===== src/rtl/mesi_pkg.sv =====
package mesi_pkg;
  typedef enum logic [1:0] {ST_I = 2'd0, ST_S = 2'd1, ST_E = 2'd2, ST_M = 2'd3} line_st_t;
  typedef enum logic [1:0] {BC_RD = 2'd0, BC_RDX = 2'd1, BC_UPG = 2'd2, BC_WB = 2'd3} bus_cmd_t;

  // state a line takes after observing another cache's transaction
  function automatic line_st_t snoop_next(line_st_t cur, bus_cmd_t cmd);
    case (cmd)
      BC_RD:          return (cur == ST_I) ? ST_I : ST_S;
      BC_RDX, BC_UPG: return ST_I;
      default:        return cur;
    endcase
  endfunction

  // state a line takes when filled by this cache
  function automatic line_st_t fill_state(logic is_write, logic others_share);
    if (is_write) return ST_M;
    return others_share ? ST_S : ST_E;
  endfunction

  function automatic logic must_supply(line_st_t cur, bus_cmd_t cmd);
    return (cur == ST_M) && (cmd == BC_RD || cmd == BC_RDX);
  endfunction
endpackage


===== src/rtl/mesi_line_store.sv =====
module mesi_line_store
  import mesi_pkg::*;
#(
  parameter int LINES = 8,
  parameter int TW    = 5,
  parameter int DW    = 16,
  localparam int IW   = $clog2(LINES)
) (
  input  logic            clk,
  input  logic            rst_n,
  input  logic [IW-1:0]   a_idx,
  output line_st_t        a_st,
  output logic [TW-1:0]   a_tag,
  output logic [DW-1:0]   a_dat,
  input  logic [IW-1:0]   b_idx,
  output line_st_t        b_st,
  output logic [TW-1:0]   b_tag,
  output logic [DW-1:0]   b_dat,
  input  logic            c_we,
  input  line_st_t        c_st,
  input  logic [TW-1:0]   c_tag,
  input  logic [DW-1:0]   c_dat,
  input  logic            s_we,
  input  line_st_t        s_st,
  output logic [2*LINES-1:0] st_flat
);
  line_st_t        st_q  [LINES];
  logic [TW-1:0]   tag_q [LINES];
  logic [DW-1:0]   dat_q [LINES];

  for (genvar i = 0; i < LINES; i++) begin : g_line
    always_ff @(posedge clk or negedge rst_n) begin
      if (!rst_n)                                st_q[i] <= ST_I;
      else if (c_we && a_idx == IW'(i))          st_q[i] <= c_st;
      else if (s_we && b_idx == IW'(i))          st_q[i] <= s_st;
    end
    always_ff @(posedge clk) begin
      if (c_we && a_idx == IW'(i)) begin
        tag_q[i] <= c_tag;
        dat_q[i] <= c_dat;
      end
    end
    assign st_flat[2*i +: 2] = st_q[i];
  end

  assign a_st  = st_q[a_idx];
  assign a_tag = tag_q[a_idx];
  assign a_dat = dat_q[a_idx];
  assign b_st  = st_q[b_idx];
  assign b_tag = tag_q[b_idx];
  assign b_dat = dat_q[b_idx];
endmodule


===== src/rtl/mesi_cpu_side.sv =====
module mesi_cpu_side
  import mesi_pkg::*;
#(
  parameter int AW = 8,
  parameter int DW = 16,
  parameter int IW = 3,
  localparam int TW = AW - IW
) (
  input  logic          cpu_valid,
  input  logic          cpu_write,
  input  logic [AW-1:0] cpu_addr,
  input  logic [DW-1:0] cpu_wdata,
  input  logic          blocked,
  input  line_st_t      l_st,
  input  logic [TW-1:0] l_tag,
  input  logic [DW-1:0] l_dat,
  input  logic          bus_gnt,
  input  logic [DW-1:0] bus_rdata,
  input  logic          bus_shared_i,
  output logic          cpu_ready,
  output logic [DW-1:0] cpu_rdata,
  output logic          bus_req,
  output bus_cmd_t      bus_cmd,
  output logic [AW-1:0] bus_addr,
  output logic [DW-1:0] bus_wdata,
  output logic          c_we,
  output line_st_t      c_st,
  output logic [TW-1:0] c_tag,
  output logic [DW-1:0] c_dat,
  output logic          ev_fill,
  output logic          ev_upg,
  output logic          ev_wb
);
  logic [TW-1:0] req_tag;
  logic          hit;
  assign req_tag   = cpu_addr[AW-1:IW];
  assign hit       = (l_st != ST_I) && (l_tag == req_tag);
  assign cpu_rdata = hit ? l_dat : bus_rdata;

  always_comb begin
    cpu_ready = 1'b0;
    bus_req   = 1'b0;
    bus_cmd   = BC_RD;
    bus_addr  = cpu_addr;
    bus_wdata = '0;
    c_we      = 1'b0;
    c_st      = l_st;
    c_tag     = l_tag;
    c_dat     = l_dat;
    ev_fill   = 1'b0;
    ev_upg    = 1'b0;
    ev_wb     = 1'b0;
    if (cpu_valid && !blocked) begin
      if (hit && (!cpu_write || l_st != ST_S)) begin
        cpu_ready = 1'b1;
        if (cpu_write) begin
          c_we  = 1'b1;
          c_st  = ST_M;
          c_dat = cpu_wdata;
        end
      end else begin
        bus_req = 1'b1;
        if (hit) begin
          bus_cmd = BC_UPG;
        end else if (l_st == ST_M) begin
          bus_cmd   = BC_WB;
          bus_addr  = {l_tag, cpu_addr[IW-1:0]};
          bus_wdata = l_dat;
        end else begin
          bus_cmd = cpu_write ? BC_RDX : BC_RD;
        end
        if (bus_gnt) begin
          c_we = 1'b1;
          case (bus_cmd)
            BC_WB: begin
              c_st  = ST_I;
              ev_wb = 1'b1;
            end
            BC_UPG: begin
              cpu_ready = 1'b1;
              c_st      = ST_M;
              c_dat     = cpu_wdata;
              ev_upg    = 1'b1;
            end
            default: begin
              cpu_ready = 1'b1;
              c_st      = fill_state(cpu_write, bus_shared_i);
              c_tag     = req_tag;
              c_dat     = cpu_write ? cpu_wdata : bus_rdata;
              ev_fill   = 1'b1;
            end
          endcase
        end
      end
    end
  end
endmodule


===== src/rtl/mesi_snoop_side.sv =====
module mesi_snoop_side
  import mesi_pkg::*;
#(
  parameter int AW = 8,
  parameter int DW = 16,
  parameter int IW = 3,
  localparam int TW = AW - IW
) (
  input  logic          snp_valid,
  input  bus_cmd_t      snp_cmd,
  input  logic [AW-1:0] snp_addr,
  input  line_st_t      l_st,
  input  logic [TW-1:0] l_tag,
  input  logic [DW-1:0] l_dat,
  output logic          snp_hit,
  output logic          snp_shared,
  output logic          snp_supply,
  output logic [DW-1:0] snp_data,
  output logic          s_we,
  output line_st_t      s_st
);
  assign snp_hit    = snp_valid && (l_st != ST_I) && (l_tag == snp_addr[AW-1:IW]);
  assign snp_shared = snp_hit && (snp_cmd == BC_RD);
  assign snp_supply = snp_hit && must_supply(l_st, snp_cmd);
  assign snp_data   = snp_supply ? l_dat : '0;
  assign s_we       = snp_hit;
  assign s_st       = snoop_next(l_st, snp_cmd);
endmodule


===== src/rtl/mesi_snoop_ctrl.sv =====
module mesi_snoop_ctrl
  import mesi_pkg::*;
#(
  parameter int AW    = 8,
  parameter int DW    = 16,
  parameter int LINES = 8,
  localparam int IW   = $clog2(LINES),
  localparam int TW   = AW - IW
) (
  input  logic          clk,
  input  logic          rst_n,
  input  logic          cpu_valid,
  input  logic          cpu_write,
  input  logic [AW-1:0] cpu_addr,
  input  logic [DW-1:0] cpu_wdata,
  output logic          cpu_ready,
  output logic [DW-1:0] cpu_rdata,
  output logic          bus_req,
  input  logic          bus_gnt,
  output logic [1:0]    bus_cmd,
  output logic [AW-1:0] bus_addr,
  output logic [DW-1:0] bus_wdata,
  input  logic [DW-1:0] bus_rdata,
  input  logic          bus_shared_i,
  input  logic          snp_valid,
  input  logic [1:0]    snp_cmd,
  input  logic [AW-1:0] snp_addr,
  output logic          snp_shared,
  output logic          snp_supply,
  output logic [DW-1:0] snp_data
);
  line_st_t      a_st, b_st, c_st, s_st;
  logic [TW-1:0] a_tag, b_tag, c_tag;
  logic [DW-1:0] a_dat, b_dat, c_dat;
  logic          c_we, s_we, snp_hit, blocked;
  bus_cmd_t      cmd_int;
  logic          ev_fill, ev_upg, ev_wb;
  logic [2*LINES-1:0] st_flat;

  // one bus, one owner per cycle: a snoop on the same index holds off the processor
  assign blocked = snp_valid && (snp_addr[IW-1:0] == cpu_addr[IW-1:0]);
  assign bus_cmd = cmd_int;

  mesi_line_store #(.LINES(LINES), .TW(TW), .DW(DW)) u_store (
    .clk(clk), .rst_n(rst_n),
    .a_idx(cpu_addr[IW-1:0]), .a_st(a_st), .a_tag(a_tag), .a_dat(a_dat),
    .b_idx(snp_addr[IW-1:0]), .b_st(b_st), .b_tag(b_tag), .b_dat(b_dat),
    .c_we(c_we), .c_st(c_st), .c_tag(c_tag), .c_dat(c_dat),
    .s_we(s_we), .s_st(s_st), .st_flat(st_flat)
  );

  mesi_cpu_side #(.AW(AW), .DW(DW), .IW(IW)) u_cpu (
    .cpu_valid(cpu_valid), .cpu_write(cpu_write), .cpu_addr(cpu_addr),
    .cpu_wdata(cpu_wdata), .blocked(blocked),
    .l_st(a_st), .l_tag(a_tag), .l_dat(a_dat),
    .bus_gnt(bus_gnt), .bus_rdata(bus_rdata), .bus_shared_i(bus_shared_i),
    .cpu_ready(cpu_ready), .cpu_rdata(cpu_rdata),
    .bus_req(bus_req), .bus_cmd(cmd_int), .bus_addr(bus_addr), .bus_wdata(bus_wdata),
    .c_we(c_we), .c_st(c_st), .c_tag(c_tag), .c_dat(c_dat),
    .ev_fill(ev_fill), .ev_upg(ev_upg), .ev_wb(ev_wb)
  );

  mesi_snoop_side #(.AW(AW), .DW(DW), .IW(IW)) u_snp (
    .snp_valid(snp_valid), .snp_cmd(bus_cmd_t'(snp_cmd)), .snp_addr(snp_addr),
    .l_st(b_st), .l_tag(b_tag), .l_dat(b_dat),
    .snp_hit(snp_hit), .snp_shared(snp_shared), .snp_supply(snp_supply),
    .snp_data(snp_data), .s_we(s_we), .s_st(s_st)
  );
endmodule


===== config.mk =====
export PLATFORM = sky130hd
export DESIGN_NAME = mesi_snoop_ctrl
export DESIGN_NICKNAME = d
export VERILOG_FILES = /design/src/rtl/mesi_pkg.sv /design/src/rtl/mesi_line_store.sv /design/src/rtl/mesi_cpu_side.sv /design/src/rtl/mesi_snoop_side.sv /design/src/rtl/mesi_snoop_ctrl.sv
export SDC_FILE = /design/constraint.sdc
export NUM_CORES = 1
export LEC_CHECK = 0
export ABC_AREA = 0
export BUFFER_PORTS_ARGS = -buffer_cell sky130_fd_sc_hd__buf_2
export CAP_MARGIN = 30
export CORE_AREA = 2 2 177 179
export CTS_BUF_LIST = sky130_fd_sc_hd__clkbuf_4 sky130_fd_sc_hd__clkbuf_8
export DETAILED_ROUTE_END_ITERATION = 12
export DIE_AREA = 0 0 179 181
export PLACE_DENSITY = 0.61
export SETUP_SLACK_MARGIN = 0.05
export SLEW_MARGIN = 40
export SYNTH_ARGS = -nofsm -noshare
export SYNTH_HDL_FRONTEND = slang
export SYNTH_SLANG_ARGS = --single-unit

===== constraint.sdc =====
create_clock -name clk -period 4.8 [get_ports clk]
set_input_delay 0.96 -clock clk [delete_from_list [all_inputs] [get_ports clk]]
set_output_delay 0.96 -clock clk [all_outputs]
set_load 0.02 [all_outputs]

==> reports/metrics.sh, run 1 <==
STATUS='complete, no violations'
NFILLCELLS=2816
SYNTH_AREA_LEADER_CELL='sky130_fd_sc_hd__edfxtp_1'
ROUTE.DETAILED.VIAS_PER_INST=5.721
IO_BUFFERS=118
GPL.FINAL_WEIGHTED_CONGESTION=0.8777
SLEW_VIOLATIONS=0
SYNTH_ENABLE_FLOP_CELLS=168
AREA_GROWTH_PCT=16.95
POST_CTS_BUFFERS=0
POST_ROUTE_CELLS_DRIVE_ABOVE_1_SHARE_PCT=33.62
TIMING.FINAL.CRIT_PERIOD_NS=4.550
PLACED_CELL_AREA_UM2=11910
POST-ROUTE-PERIOD-UTIL_PCT=94.79
GRT_START_MAX_NET_PINS=47
FIN_AREA_UM2=12360
WL_UM=30760
BOUNDARYPINS=119
FIN_TNS_SETUP_NS=0
WORST_ENDPOINT_REQUIRED_TIME_NS=3.84
TRITONCTS='built'
END_KIND='output pin'
POST_CTS_RESIZED=0
SYN-INSTANCE-COUNT=785
SYNTHARSTFLOPSHARE_PCT=8.696
WORSTSETUPSTARTPOINTTYPE='input pin'
GLOBAL_ROUTE.OVERFLOW_TOTAL=0
WORSTREG2REGSTART='u_store.tag_q[4][0]'
P_LEAK_nW=4.760
DRTPASS1ITERATIONS=6
POWER_DENSITY_nW_PER_UM2=308.2
CTS_ROOT_BUF='sky130_fd_sc_hd__clkbuf_8'
CRITICAL_PATH_CLASS='input pin to output pin'
DIE-WIDTH_UM=179
NUMBER_OF_SINKS_DRIVEN_BY_THE_CLOCK_TREE=184
DETAILED_ROUTER_S_FIRST_ITERATION_VIOLATION_COUNT=723
POST-SYNTH-TOP-AREA-FRACTION_PCT=47.72
CLOCK_PIN_TRANSITION_ON_THE_WORST_SETUP_AND_HOLD_TIMING_PATHS_NS=0.11
MAX_CLOCK_FREQ_GHz=0.2198
WORST_EP_ARRIVAL_TIME_NS=3.59
WORSTMARGINPINSLEW_NS=0.7870
CRIT_START='cpu_addr[1]'
FINALNETCOUNT=981
INITIAL_CORE_UTIL_PCT=34.83
CTS_INSERTED_BUFFERS=17
CRITICAL_PATH.CELL_CHAIN='buf_2 > buf_12 > mux2i_1 > a32oi_1 > nand2_1 > xor2_1 > nand4_1 > buf_12 > o21ai_0 > buf_2'
MOST_INSTANTIATED_LIBRARY_CELL_AFTER_SYNTHESIS='sky130_fd_sc_hd__edfxtp_1'
FP-ROW-COUNT=64
WORST-PATH-BUF-INV=4
ROUTEDWLPERCELL_UM=23.04
TIMING.SLEW.HEADROOM_PCT=47.54
SETUP_SLACK_NS=0.2499
SYNTH-SEQ-AREA-SHARE_PCT=51.51
HOLD_VIOL_FINAL=0
SYN_AVG_CELL_AREA_UM2=13.47
HOLD_PATH.CLASS='input pin to asynchronous set/reset pin'
FP.DIEH_UM=181
RSZ0062_AT_GRT='false'
CTS_HTREE_LEVELS=4
ROUTED-VIA-COUNT=7637
DPL.HPWL_UM=21430
DESIGN.DIE.AREA_UM2=32400
DETAIL-ROUTE-ANTENNA-NETS=0
SYNTH-MAIN-FF-CELL='sky130_fd_sc_hd__edfxtp_1'
FINAL-SETUP-VIOL-COUNT=0
WORST-PATH-MAX-FANOUT=46
SYNTH-WARNING-COUNT=0
MAPPEDNETLISTAREA_UM2=10570
SYNTH_TOP_AREA_CELLS='sky130_fd_sc_hd__edfxtp_1 (48%), sky130_fd_sc_hd__mux4_2 (16%), sky130_fd_sc_hd__mux2i_1 (6.7%), sky130_fd_sc_hd__dfrtp_1 (3.8%), sky130_fd_sc_hd__nor2_1 (2.2%)'
CORE-AREA_UM2=30350
POST-PLACE-WS_NS=0.08305
WORST_IR_DROP_VDD_V=0.0001472
SYNTH.LIB_CELLS_USED.DISTINCT=64
POST_CTS_HOLD_BUFFERS=0
GR-USAGE-ALL-LAYERS_PCT=19.38
CLOCK-SKEW-FINAL_NS=0.02241
DRV.MAX_CAP_VIOLATION_COUNT=0
TIMING.CRITICAL_PATH.SLOWEST_CELL_DELAY_NS=0.39
INSERTION_DELAY_NS=0.48
GRT_PASS1_WL_UM=46040
USE_MET2_PCT=31.26
MET1_USAGE_PCT=26.39
CELL_AT_THE_SLOWEST_STAGE_OF_THE_CRITICAL_PATH='sky130_fd_sc_hd__xor2_1'
SYNTH_TOP_CELLS_BY_COUNT='sky130_fd_sc_hd__edfxtp_1 (168), sky130_fd_sc_hd__mux4_2 (77), sky130_fd_sc_hd__mux2i_1 (71), sky130_fd_sc_hd__nor2_1 (62), sky130_fd_sc_hd__nand2_1 (59)'
ANTENNA_FOUND_INITIAL=2
PATH_DELAY_FAMILY='buffers and inverters'
MOST_USED_LAYER_GLOBAL_ROUTE='met2'
DRT_DRC_VIOLATIONS_LEFT=0
SYNTH-SEQ-CELLS=184
VIAS_IN_THE_FIRST_GLOBAL_ROUTE=7468
CLOCK_PATH_BUFFERS=2
GROUTE.LAYER.MET3.USAGE_PCT=3.535
SYNTHESIS.NETS=842
[metal layers]
| layer | wire length, µm | vias to the layer above |
|---|---|---|
| met5 | 0 | - |
| met4 | 678 | 0 |
| met3 | 2335 | 39 |
| met2 | 15060 | 338 |
| met1 | 12690 | 3851 |
| li1 | - | 3409 |
[area by class of cell]
type	count	area, µm²	area share (%)
inverter	29	108.9	0.8805
tap	396	495.5	4.008
clock inverter	15	209.0	1.690
sequential	184	5445	44.04
multi-input combinational	514	4738	38.33
clock buffer	17	234.0	1.893
antenna	2	5.005	0.04048
timing repair buffer	178	1127	9.119
[cell usage in the layout, fill, tap and decap left out, drive strengths merged, types with 13 or more instances in the layout]
| cell type | Yosys | routed |
|---|---|---|
| buf | 31 | 178 |
| edfxtp | 168 | 168 |
| mux4 | 77 | 77 |
| mux2i | 71 | 71 |
| nor2 | 62 | 62 |
| nand2 | 59 | 59 |
| inv | 28 | 35 |
| o21ai | 33 | 33 |
| nand3 | 20 | 20 |
| clkbuf | 27 | 17 |
| dfrtp | 16 | 16 |
| a21oi | 14 | 14 |
| o221ai | 14 | 14 |
| mux2 | 14 | 14 |
| o22ai | 13 | 13 |
[cells by family (layout without fill, tap and decap cells)]
logic type / after synthesis / count (layout) / share of synthesized area [%]
buffers and inverters: 87 / 239 / 3.693
AOI/OAI and AO/OA: 145 / 145 / 10.17
and+or+nand+nor: 195 / 195 / 8.983
xor gates and xnor gates: 12 / 12 / 0.9942
muxes: 162 / 162 / 24.65
other: 0 / 2 / 0
DFF: 184 / 184 / 51.51
[power by group]
| part | internal, W | switching (W) | leakage, nW |
|---|---|---|---|
| Sequential | 0.00185 | 0.0000589 | 1.72 |
| Clock | 0.000416 | 0.000688 | 0.216 |
| Combinational | 0.000326 | 0.000473 | 2.83 |
| Total | 0.00259 | 0.00122 | 4.76 |
[state kept, by name (all words and copies together), names as in the netlist]
name             cells
u_store.tag_q       40
u_store.dat_q      128
u_store.st_flat     16
[stage by stage]
stage	cells	util, %	total power, W	hold WS, ns
after floorplan	785	-	0.002455	0.5160
after global placement	1301	39.23	0.002729	0.5654
after detailed placement	1301	39.23	0.002732	0.5698
after CTS	1333	40.69	0.003826	0.3592
after global routing	1335	40.74	0.003967	0.3854
final	1335	40.74	0.003810	0.3797
[worst reg2reg max path, stage by stage (launching register included)]
cell	delay [ns]
sky130_fd_sc_hd__edfxtp_1	0.40
sky130_fd_sc_hd__mux2_4	0.30
sky130_fd_sc_hd__o32ai_4	0.24
sky130_fd_sc_hd__nor3_1	0.11
sky130_fd_sc_hd__or4_4	0.59
sky130_fd_sc_hd__o41ai_4	0.26
sky130_fd_sc_hd__buf_4	0.22
sky130_fd_sc_hd__nand4_1	0.37
sky130_fd_sc_hd__o221ai_1	0.68
[worst paths after layout]
kind | endpoint | slack, ns | cells past startpoint
hold reg to reg | u_store.st_flat[10] | 0.59 | 1
min in group clk | u_store.st_flat[10] | 0.59 | 1
setup reg to reg | u_store.dat_q[0][9] | 1.33 | 8
hold / removal | u_store.st_flat[9] | 0.38 | 1
max in group asynchronous | u_store.st_flat[4] | 4.15 | 1
setup / recovery | cpu_rdata[0] | 0.25 | 10
(Power assumes the default switching activity.)
==> run 2, diff against run 1 <==
--- a/config.mk
+++ b/config.mk
@@ -8,11 +8,11 @@
 export ABC_AREA = 0
 export BUFFER_PORTS_ARGS = -buffer_cell sky130_fd_sc_hd__buf_2
 export CAP_MARGIN = 30
-export CORE_AREA = 2 2 177 179
+export CORE_AREA = 2 2 166 168
 export CTS_BUF_LIST = sky130_fd_sc_hd__clkbuf_4 sky130_fd_sc_hd__clkbuf_8
 export DETAILED_ROUTE_END_ITERATION = 12
-export DIE_AREA = 0 0 179 181
-export PLACE_DENSITY = 0.61
+export DIE_AREA = 0 0 168 170
+export PLACE_DENSITY = 0.67
 export SETUP_SLACK_MARGIN = 0.05
 export SLEW_MARGIN = 40
 export SYNTH_ARGS = -nofsm -noshare
==> reports/metrics.sh, run 2 (synthesis gave the netlist of run 1 again) <==
STATUS='complete, no violations'
FIN_WORST_HOLD_SLACK_NS=0.3754  # -0.004231 ns
ANTENNA_FOUND_INITIAL=1  # -1
DETAILED_ROUTER_S_FIRST_ITERATION_VIOLATION_COUNT=838  # +16%
SLEW_VIOLATIONS=0  # unchanged
NUMBER_OF_SINKS_DRIVEN_BY_THE_CLOCK_TREE=184  # unchanged
MAX_CLOCK_FREQ_GHz=0.2182  # -0.70%
INITIAL_CORE_UTIL_PCT=39.67  # +4.8 points
PATH_DELAY_FAMILY='simple AND/OR/NAND/NOR gates'
CTS_INSERTED_BUFFERS=17  # unchanged
END_KIND='output pin'
RSZ0062_AT_GRT='false'
FP.DIEH_UM=170  # -6.1%
DRT_DRC_VIOLATIONS_LEFT=0  # unchanged
NUMBER_OF_FLIP_FLOPS_IN_THE_LARGEST_REGISTER=128  # unchanged
WORSTREG2REGSTART='u_store.tag_q[5][0]'
TIMING.CRITICAL_PATH.SLOWEST_CELL_DELAY_NS=0.53  # +0.14 ns
GPL.FINAL_WEIGHTED_CONGESTION=0.8655  # -1.4%
R2R_END='u_store.dat_q[4][7]'
AREA_GROWTH_PCT=16.17
WORSTSETUPSTARTPOINTTYPE='input pin'
WORST-PATH-BUF-INV=3  # -1
CLOCK_PIN_TRANSITION_ON_THE_WORST_SETUP_AND_HOLD_TIMING_PATHS_NS=0.11  # about the same
WORST-PATH-MAX-FANOUT=9  # -80%
WORST-R2R-CELL-COUNT=8  # unchanged
POST-ROUTE-PERIOD-UTIL_PCT=95.46  # +0.67 points
ROUTEDWLPERCELL_UM=23.30  # +1.1%
CRIT_START='snp_addr[0]'
DIE-WIDTH_UM=168  # -6.1%
INSERTION_DELAY_NS=0.48  # about the same
GLOBAL_ROUTE.OVERFLOW_TOTAL=0  # unchanged
N_ANTENNA_CELL=0  # -2
NFILLCELLS=2370  # -16%
GR-USAGE-ALL-LAYERS_PCT=21.25  # +1.9 points
TRITONCTS='built'
TIMING.FINAL.CRIT_PERIOD_NS=4.582  # +0.03204 ns
POST_ROUTE_CELLS_DRIVE_ABOVE_1_SHARE_PCT=33.90  # +0.28 points
DESIGN.DIE.AREA_UM2=28560  # -12%
WORST_IR_DROP_VDD_V=0.0001965  # +34%
HOLD_VIOL_FINAL=0  # unchanged
CRITICAL_PATH.MOST_COMMON_CELL='sky130_fd_sc_hd__buf_4'
DPL.HPWL_UM=21040  # -1.8%
WORST_ENDPOINT_REQUIRED_TIME_NS=3.84  # about the same
WORST_EP_ARRIVAL_TIME_NS=3.62  # +0.03 ns
LAYOUT_COMMON_CELLS='sky130_fd_sc_hd__edfxtp_1 (168), sky130_fd_sc_hd__buf_2 (115), sky130_fd_sc_hd__mux4_2 (77)'
CLOCK-SKEW-FINAL_NS=0.02266  # +0.0002501 ns
FINAL-SETUP-VIOL-COUNT=0  # unchanged
ROUTED-VIA-COUNT=7675  # +0.50%
IO_BUFFERS=118  # unchanged
CRITICAL_PATH.CELL_CHAIN='buf_4 > mux4_2 > mux2i_2 > xor2_1 > nand2_1 > nor4b_4 > nand2b_1 > or3_1 > buf_4 > nor2_1 > buf_2'
CRITICAL_PATH_CLASS='input pin to output pin'
WORSTMARGINPINSLEW_NS=0.7585  # -0.02842 ns
R2R_SLACK_NS=1.29  # -0.04 ns
LAYOUT_COMMONEST_CELL='sky130_fd_sc_hd__edfxtp_1'
CLOCK_PATH_BUFFERS=2  # unchanged
GRT_START_MAX_NET_PINS=42  # -11%
CTS_HTREE_LEVELS=4  # unchanged
CELL_AT_THE_SLOWEST_STAGE_OF_THE_CRITICAL_PATH='sky130_fd_sc_hd__mux4_2'
HOLD_PATH.CLASS='input pin to asynchronous set/reset pin'
LAYOUT.CORE_UTILIZATION_PCT=46.08  # +5.3 points
ROUTE.DETAILED.VIAS_PER_INST=6.001  # +4.9%
WL_UM=29800  # -3.1%
DETAIL-ROUTE-ANTENNA-NETS=0  # unchanged
LARGEST-REGISTER='u_store.dat_q'
VIAS_IN_THE_FIRST_GLOBAL_ROUTE=7479  # +0.15%
POST_CTS_BUFFERS=0  # unchanged
CTS_ROOT_BUF='sky130_fd_sc_hd__clkbuf_8'
TIMING.SLEW.HEADROOM_PCT=49.43  # +1.9 points
CORE-AREA_UM2=26650  # -12%
DRTPASS1ITERATIONS=5  # -1
FP-ROW-COUNT=60  # -6.3%
P_LEAK_nW=4.762  # about the same
FIN_TNS_SETUP_NS=0  # unchanged
BOUNDARYPINS=119  # unchanged
POWER_DENSITY_nW_PER_UM2=316.4  # +2.7%
DRV.MAX_CAP_VIOLATION_COUNT=0  # unchanged
FINALNETCOUNT=983  # +0.20%
GRT_PASS1_WL_UM=45260  # -1.7%
[run 2: per-stage QoR]
stage / setup WS (ns) / instances / power (W) / instance area, µm²
finish: 0.2179 / 1279 / 0.003885 / 12280
global route: 0.07395 / 1279 / 0.004034 / 12280
CTS: 0.1182 / 1279 / 0.003888 / 12270
detailed placement: 0.03524 / 1248 / 0.002717 / 11810
global placement: 0.06618 / 1248 / 0.002708 / 11800
floorplan: 0.1184 / 785 / 0.002455 / 10570
[run 2: how the worst max path moves through the flow]
stage / depth (start not counted) / endpoint / slack, ns
2_1_floorplan: 12 / snp_data[0] / 0.12
3_3_place_gp: 11 / snp_data[5] / 0.07
3_5_place_dp: 11 / snp_data[5] / 0.04
4_1_cts: 11 / snp_data[5] / 0.12
5_1_grt: 11 / snp_data[2] / 0.07
6_report: 11 / snp_data[15] / 0.22
[run 2: routing by layer]
metal  vias up  share of wire (%)  global-route usage (%)
li1       3405                  -                       -
met1      3861                 42                   29.21
met2       374                 49                   35.29
met3        33                7.3                   3.442
met4         2                1.5                   5.671
met5         -              0.040                       0
[run 2: power breakdown]
part	switching (W)	internal, W	leakage [nW]
Clock	0.000569	0.000623	0.228
Sequential	0.0000620	0.00185	1.72
Combinational	0.000461	0.000323	2.82
[run 2: layout make-up]
| type | count | area [µm²] | share of cell area (%) |
|---|---|---|---|
| flip-flops and latches | 184 | 5445 | 44.34 |
| multi-input cells | 514 | 4752 | 38.70 |
| repair buffers | 180 | 1096 | 8.925 |
| well taps | 341 | 426.7 | 3.474 |
| clock buffers | 17 | 234.0 | 1.905 |
| clock inverters | 14 | 217.7 | 1.773 |
| inverters | 29 | 108.9 | 0.8864 |
[run 2: timing repair]
action	CTS	global route
gates cloned	0	0
hold buffers	0	0
gates resized for setup	3	4
setup endpoints to repair	2	3
[run 2: worst reg2reg max path: cells and delay by family (launching register included)]
| kind | cells | cell delay [ns] |
|---|---|---|
| buffers and inverters | 1 | 0.21 |
| flip-flops | 1 | 0.40 |
| multiplexers | 1 | 0.28 |
| AND/OR/NAND/NOR | 3 | 1.13 |
| AO/OA/AOI/OAI | 3 | 1.19 |
